--- src/rtl/lane_steer_pkg.sv ---
package lane_steer_pkg;

    typedef enum logic [1:0] {
        ST_IDLE  = 2'd0,
        ST_DRAIN = 2'd1,
        ST_FILL  = 2'd2,
        ST_DONE  = 2'd3
    } hold_state_e;

    typedef enum logic [1:0] {
        LW_8   = 2'd0,
        LW_16  = 2'd1,
        LW_32  = 2'd2,
        LW_32X = 2'd3
    } lane_width_e;

    localparam int LANE_W = 8;

endpackage

--- src/rtl/lane_enable_map.sv ---
module lane_enable_map
    import lane_steer_pkg::*;
#(
    parameter int BYTES = 4
) (
    input  logic [1:0]       width,
    input  logic             a1,
    input  logic [BYTES-1:0] be_n,
    output logic [BYTES-1:0] en
);
    // Turns local byte enables into register byte enables.
    for (genvar k = 0; k < BYTES; k++) begin : g_lane
        localparam logic HALF = 1'((k / 2) % 2);
        always_comb begin
            unique case (width)
                LW_8:    en[k] = ~be_n[k];
                LW_16:   en[k] = ~be_n[k] & (a1 == HALF);
                default: en[k] = ~be_n[k];
            endcase
        end
    end
endmodule

--- src/rtl/lane_write_steer.sv ---
module lane_write_steer
    import lane_steer_pkg::*;
#(
    parameter int BYTES = 4,
    localparam int DW = BYTES * LANE_W
) (
    input  logic [1:0]    width,
    input  logic [DW-1:0] din,
    output logic [DW-1:0] wbytes
);
    // Presents, for every register byte, the local lane that feeds it.
    for (genvar k = 0; k < BYTES; k++) begin : g_byte
        localparam int LOW16 = (k % 2) * LANE_W;
        localparam int DIRECT = k * LANE_W;
        always_comb begin
            unique case (width)
                LW_8:    wbytes[DIRECT +: LANE_W] = din[LANE_W-1:0];
                LW_16:   wbytes[DIRECT +: LANE_W] = din[LOW16 +: LANE_W];
                default: wbytes[DIRECT +: LANE_W] = din[DIRECT +: LANE_W];
            endcase
        end
    end
endmodule

--- src/rtl/lane_read_steer.sv ---
module lane_read_steer
    import lane_steer_pkg::*;
#(
    parameter int BYTES = 4,
    localparam int DW = BYTES * LANE_W,
    localparam int SELW = (BYTES > 1) ? $clog2(BYTES) : 1
) (
    input  logic [1:0]       width,
    input  logic             active,
    input  logic [BYTES-1:0] en,
    input  logic [DW-1:0]    regdata,
    output logic [DW-1:0]    dout
);
    logic [SELW-1:0] pick;

    // Lowest enabled byte wins the single 8-bit lane.
    always_comb begin
        pick = '0;
        for (int k = BYTES - 1; k >= 0; k--) begin
            if (en[k]) pick = SELW'(k);
        end
    end

    always_comb begin
        dout = '0;
        if (active) begin
            unique case (width)
                LW_8: begin
                    if (|en) dout[LANE_W-1:0] = regdata[pick*LANE_W +: LANE_W];
                end
                LW_16: begin
                    for (int k = 0; k < BYTES; k++) begin
                        if (en[k])
                            dout[(k % 2)*LANE_W +: LANE_W] =
                                dout[(k % 2)*LANE_W +: LANE_W] | regdata[k*LANE_W +: LANE_W];
                    end
                end
                default: begin
                    for (int k = 0; k < BYTES; k++) begin
                        if (en[k]) dout[k*LANE_W +: LANE_W] = regdata[k*LANE_W +: LANE_W];
                    end
                end
            endcase
        end
    end
endmodule

--- src/rtl/lane_steer_hold.sv ---
module lane_steer_hold
    import lane_steer_pkg::*;
#(
    parameter int BYTES = 4,
    localparam int DW = BYTES * LANE_W
) (
    input  logic             clk,
    input  logic             rst_n,
    input  logic             host_load,
    input  logic             host_dir_rd,
    input  logic [BYTES-1:0] host_req_be_n,
    input  logic [DW-1:0]    host_wdata,
    output logic [DW-1:0]    host_rdata,
    input  logic             loc_sel,
    input  logic             loc_rd,
    input  logic             loc_wr,
    input  logic [BYTES-1:0] loc_be_n,
    input  logic             loc_a1,
    input  logic [1:0]       loc_width,
    input  logic [DW-1:0]    loc_din,
    output logic [DW-1:0]    loc_dout,
    output logic [BYTES-1:0] pend_n,
    output logic             done
);
    hold_state_e      state_q, state_d;
    logic [DW-1:0]    data_q;
    logic [BYTES-1:0] pend_q;
    logic [BYTES-1:0] en;
    logic [DW-1:0]    wbytes;
    logic             rd_act, wr_act, all_clr;
    logic             fill_go, drain_go;

    assign rd_act   = loc_sel & loc_rd & ~loc_wr;
    assign wr_act   = loc_sel & loc_wr & ~loc_rd;
    assign all_clr  = &pend_q;
    assign fill_go  = (state_q == ST_FILL)  & ~all_clr & wr_act;
    assign drain_go = (state_q == ST_DRAIN) & ~all_clr & rd_act;

    lane_enable_map #(.BYTES(BYTES)) u_map (
        .width (loc_width),
        .a1    (loc_a1),
        .be_n  (loc_be_n),
        .en    (en)
    );

    lane_write_steer #(.BYTES(BYTES)) u_wr (
        .width  (loc_width),
        .din    (loc_din),
        .wbytes (wbytes)
    );

    lane_read_steer #(.BYTES(BYTES)) u_rd (
        .width   (loc_width),
        .active  (rd_act),
        .en      (en),
        .regdata (data_q),
        .dout    (loc_dout)
    );

    // State register
    always_ff @(posedge clk or negedge rst_n) begin
        if (!rst_n) state_q <= ST_IDLE;
        else        state_q <= state_d;
    end

    // Next-state logic
    always_comb begin
        state_d = state_q;
        if (host_load) begin
            state_d = host_dir_rd ? ST_FILL : ST_DRAIN;
        end else begin
            unique case (state_q)
                ST_IDLE:  state_d = ST_IDLE;
                ST_DRAIN: if (all_clr) state_d = ST_DONE;
                ST_FILL:  if (all_clr) state_d = ST_DONE;
                ST_DONE:  state_d = ST_DONE;
                default:  state_d = ST_IDLE;
            endcase
        end
    end

    // Data and pending mask
    always_ff @(posedge clk or negedge rst_n) begin
        if (!rst_n) begin
            data_q <= '0;
            pend_q <= '1;
        end else if (host_load) begin
            data_q <= host_wdata;
            pend_q <= host_req_be_n;
        end else begin
            for (int k = 0; k < BYTES; k++) begin
                if (fill_go && en[k]) begin
                    data_q[k*LANE_W +: LANE_W] <= wbytes[k*LANE_W +: LANE_W];
                    pend_q[k] <= 1'b1;
                end
                if (drain_go && en[k]) pend_q[k] <= 1'b1;
            end
        end
    end

    // Outputs
    always_comb begin
        host_rdata = data_q;
        pend_n     = pend_q;
        done       = (state_q == ST_DONE);
    end

    assert_load_R2: assert property (@(posedge clk) disable iff (!rst_n)
        host_load |=> (pend_n == $past(host_req_be_n)) && !done && (host_rdata == $past(host_wdata)));

    assert_pend_rises_only_R7: assert property (@(posedge clk) disable iff (!rst_n)
        !host_load |=> ((pend_n & $past(pend_n)) == $past(pend_n)));

    assert_done_after_clear_R9: assert property (@(posedge clk) disable iff (!rst_n)
        $rose(done) |-> $past(&pend_n));

    assert_done_holds_R9: assert property (@(posedge clk) disable iff (!rst_n)
        (done && !host_load) |=> done);

    assert_done_full_R9: assert property (@(posedge clk) disable iff (!rst_n)
        done |-> (&pend_n));

    assert_unselected_ignored_R10: assert property (@(posedge clk) disable iff (!rst_n)
        (!loc_sel && !host_load) |=> ($stable(pend_n) && $stable(host_rdata)));

    assert_narrow_upper_zero_R6: assert property (@(posedge clk) disable iff (!rst_n)
        (loc_width == LW_8) |-> (loc_dout[DW-1:LANE_W] == '0));

endmodule

--- config.mk ---
export PLATFORM = sky130hd
export DESIGN_NAME = lane_steer_hold
export DESIGN_NICKNAME = d
export VERILOG_FILES = /design/src/rtl/lane_steer_pkg.sv /design/src/rtl/lane_enable_map.sv /design/src/rtl/lane_write_steer.sv /design/src/rtl/lane_read_steer.sv /design/src/rtl/lane_steer_hold.sv
export SDC_FILE = /design/constraint.sdc
export NUM_CORES = 1
export LEC_CHECK = 0
export ABC_AREA = 1
export BUFFER_PORTS_ARGS = -buffer_cell sky130_fd_sc_hd__buf_2
export CAP_MARGIN = 20
export CORE_MARGIN = 5
export CORE_UTILIZATION = 45
export CTS_CLUSTER_DIAMETER = 50
export DETAILED_ROUTE_END_ITERATION = 16
export PLACE_DENSITY = 0.75
export SYNTH_ARGS = -nofsm -noshare
export SYNTH_HDL_FRONTEND = slang
export SYNTH_HIERARCHICAL = 1
export SYNTH_SLANG_ARGS = --single-unit
--- constraint.sdc ---
create_clock -name clk -period 1.41 [get_ports clk]
set_input_delay 0.0705 -clock clk [delete_from_list [all_inputs] [get_ports clk]]
set_output_delay 0.0705 -clock clk [all_outputs]
set_load 0.03 [all_outputs]
==> results.sh <==
export IMPL_outcome="finished, violations left"
export IMPL_failed_checks="negative setup slack"
export IMPL_final_common_cell="nand2_1"
export IMPL_fin_crit_sh=1.07
export IMPL_ctsLongestPathBuffers=2
export IMPL_dr_pass1_iters=5
export IMPL_yosysUniqueCellTypes=31
export IMPL_ios=151
export IMPL_grt_max_degree=56
export IMPL_reg2reg_depth=8
export IMPL_vias_per_cell=5.50
export IMPL_gp_congestion=0.946
export IMPL_slew_headroom=0.656
export IMPL_setup_violations_final=39
export IMPL_insertedDiodeCount=0
export IMPL_rows=33
export IMPL_clk_latency_ns=0.30
export IMPL_ir_worst_vdd_v=0.000442
export IMPL_drv_cap=0
export IMPL_drtIter0Drc=433
export IMPL_die_area_sq_mm=0.0102
export IMPL_ant_nets=0
export IMPL_yosysSeqAreaShare=0.256
export IMPL_crit_path_max_fanout=8
export IMPL_min_period_ns=1.51
export IMPL_worstReg2RegEnd="host_rdata[12]"
export IMPL_grt_pass1_vias=4587
export IMPL_area_growth_pct=51.0
export IMPL_clkSlewWorstSetupHoldPaths_ns=0.08
export IMPL_report_power_total_w=0.00511
export IMPL_synth_nets=682
export IMPL_whs_path_depth=3
export IMPL_root_buffer="clkbuf_8"
export IMPL_synth_cells=596
export IMPL_grt_total_usage=0.290
export IMPL_drive_gt1_frac=0.499
export IMPL_cp_slowest_stage_delay_ns=0.17
export IMPL_holdPathEnd="pend_n[0]"
export IMPL_routedWlPerCell_microns=17.5
export IMPL_die_h_microns=101
export IMPL_start_util=0.457
export IMPL_dp_hpwl_mm=11.2
export IMPL_worst_endpoint_required_ns=1.34
export IMPL_final_cell_mix="217 x nand2_1, 137 x buf_2, 74 x nand3_1, 54 x nand2_2, 49 x buf_4"
export IMPL_critPathMostFrequentCell="nand2_8"
export IMPL_drc=0
export IMPL_dp_slack_ns=-0.264
export IMPL_clock_skew_ns=0.00812
export IMPL_wl_mm=15.4
export IMPL_portBuffers=150
export IMPL_grt_antenna_before_repair=0
export IMPL_coreArea_sq_mm=0.00818
export IMPL_worstHoldStart="host_req_be_n[0]"
export IMPL_routed_via_count=4848
export IMPL_fin_util=0.691
export IMPL_r2r_slack_ns=-0.08
export IMPL_timing_rr_start="state_q[0]"
export IMPL_end_kind="primary output"
export IMPL_numClockSinks=38
export IMPL_yosys_warnings=6
export IMPL_htree_num_levels=2
export IMPL_fin_ws_ns=-0.0959
export IMPL_cp_slowest_cell="a21oi_4"
export IMPL_synth_seq_cells=38
export IMPL_die_w_microns=101
export IMPL_start_kind="input pin"
export IMPL_cts_buffers_inserted=5
export IMPL_finalHoldViolCount=0
export IMPL_hold_path_class="input pin to flop"
export IMPL_grt_overflow_total=0
export IMPL_cts_tree="yes"
export IMPL_grt_pass1_wl_mm=23.4
export IMPL_slew_violations=0
export IMPL_p_leak_nw=3.03
export IMPL_rsz0062_at_grt="true"
export IMPL_final_net_count=862
export IMPL_crit_type="input pin to primary output"
export IMPL_cp_arrival_ns=1.44
export IMPL_postSynthAreaPerCell_sq_um=6.27
export IMPL_p_per_area_mw_per_mm2=905
export IMPL_fmax_mhz=664
export IMPL_path_cells="buf_8 -> nor2_4 -> nand2_2 -> nand2_4 -> inv_6 -> nand2_8 -> nand2_8 -> nand2_8 -> nand2_2 -> nand3_2 -> nand3_2 -> a21oi_4 -> buf_6"
export IMPL_syn_area_sq_mm=0.00374
export IMPL_tightest_slew_ns=0.516
==> synthesized netlist by cell type <==
cell type  number  area [sq um]
nor2_4          4          45.0
nor2_1         24          90.1
nand2_4         2          22.5
nor2_8          1          20.0
o21ai_0        16          80.1
buf_12          1          20.0
nand3_2         6          60.1
nand2_2        13          81.3
clkbuf_1        1          3.75
o221ai_1        1          8.76
inv_1          20          75.1
nand3_4         4          70.1
inv_2           4          15.0
inv_6           1          8.76
nor2_2          1          6.26
nand2_8         4          80.1
o21ai_1         2          10.0
buf_2          12          60.1
a21oi_1        21           105
nand4_1         3          18.8
inv_4           3          18.8
nand3_1        97           485
dfrtp_1        34           851
ha_1            4          50.1
nand2_1       280          1050
buf_6          14           158
nand3b_1        2          15.0
buf_4          12          90.1
dfstp_2         4           105
a21oi_2         1          8.76
or2_2           4          25.0
==> registers in the layout, indices dropped and copies added, names as in the netlist <==
register and cells:
host_rdata 32, pend_n 4, state_q 2
==> cell families (layout without fill, tap and decap cells) <==
logic type               count (synthesis)  after routing  share of synthesized area
AO/OA/AOI/OAI                           41             41                     0.0569
adder cells (fa/ha/maj)                  4              4                     0.0134
buffers and inverters                   68            241                      0.120
flip-flops                              38             38                      0.256
AND/OR/NAND/NOR                        445            453                      0.554
==> power breakdown <==
group,switching (W),internal (W)
Sequential,0.000207,0.00126
Clock,0.000435,0.000755
Combinational,0.00154,0.000910
==> through the flow <==
| stage | cell area [sq um] | TNS (ns) | instances | hold WS [ns] |
|---|---|---|---|---|
| after CTS | 5310 | -0.918 | 875 | 0.00346 |
| final | 5650 | -1.59 | 882 | 0.00693 |
| after floorplan | 3850 | -0.0664 | 596 | -0.225 |
| after detailed placement | 4760 | -3.35 | 856 | 0.148 |
| after global placement | 4760 | -2.23 | 856 | 0.140 |
| after global routing | 5650 | -4.48 | 882 | -0.00266 |
==> how the worst max path moves through the flow <==
| stage | from | end | slack, ns | depth (start not counted) |
|---|---|---|---|---|
| 2_1_floorplan | loc_width[0] | loc_dout[6] | -0.02 | 14 |
| 3_3_place_gp | loc_width[0] | loc_dout[7] | -0.21 | 14 |
| 3_5_place_dp | loc_width[0] | loc_dout[1] | -0.26 | 14 |
| 4_1_cts | state_q[0] | host_rdata[29] | -0.05 | 8 |
| 5_1_grt | state_q[0] | host_rdata[10] | -0.14 | 8 |
| 6_report | loc_width[1] | loc_dout[6] | -0.1 | 13 |
==> critical path: cells and delay by family <==
family | cells | cell delay [ns]
AOI/OAI and AO/OA | 1 | 0.17
buffers and inverters | 3 | 0.30
and+or+nand+nor | 9 | 0.90
==> routing by layer <==
layer / vias to the layer above / share of wire / track usage
met5: - / 0 / 0
met4: 0 / 0.034 / 0.105
met3: 46 / 0.095 / 0.0372
met2: 305 / 0.46 / 0.457
met1: 2226 / 0.41 / 0.407
li1: 2271 / - / -
==> timing repair <==
| item | in CTS | in global routing |
|---|---|---|
| resized for setup | 90 | 85 |
| gates cloned | 5 | 3 |
| setup endpoints to repair | 39 | 52 |
| hold buffers | 1 | 0 |
| pin swaps | 32 | 38 |
| buffers inserted | 6 | 4 |
| hold endpoints to repair | 34 | 0 |
==> area by class of cell <==
| type | count | area [sq um] |
|---|---|---|
| Timing Repair Buffer | 205 | 1290 |
| Clock inverter | 2 | 60.1 |
| Fill cell | 700 | 2530 |
| Inverter | 28 | 128 |
| Clock buffer | 6 | 82.6 |
| Tap cell | 105 | 131 |
| Sequential cell | 38 | 965 |
| Multi-Input combinational cell | 498 | 2990 |
Note: power is estimated with default switching activity, not from simulation.
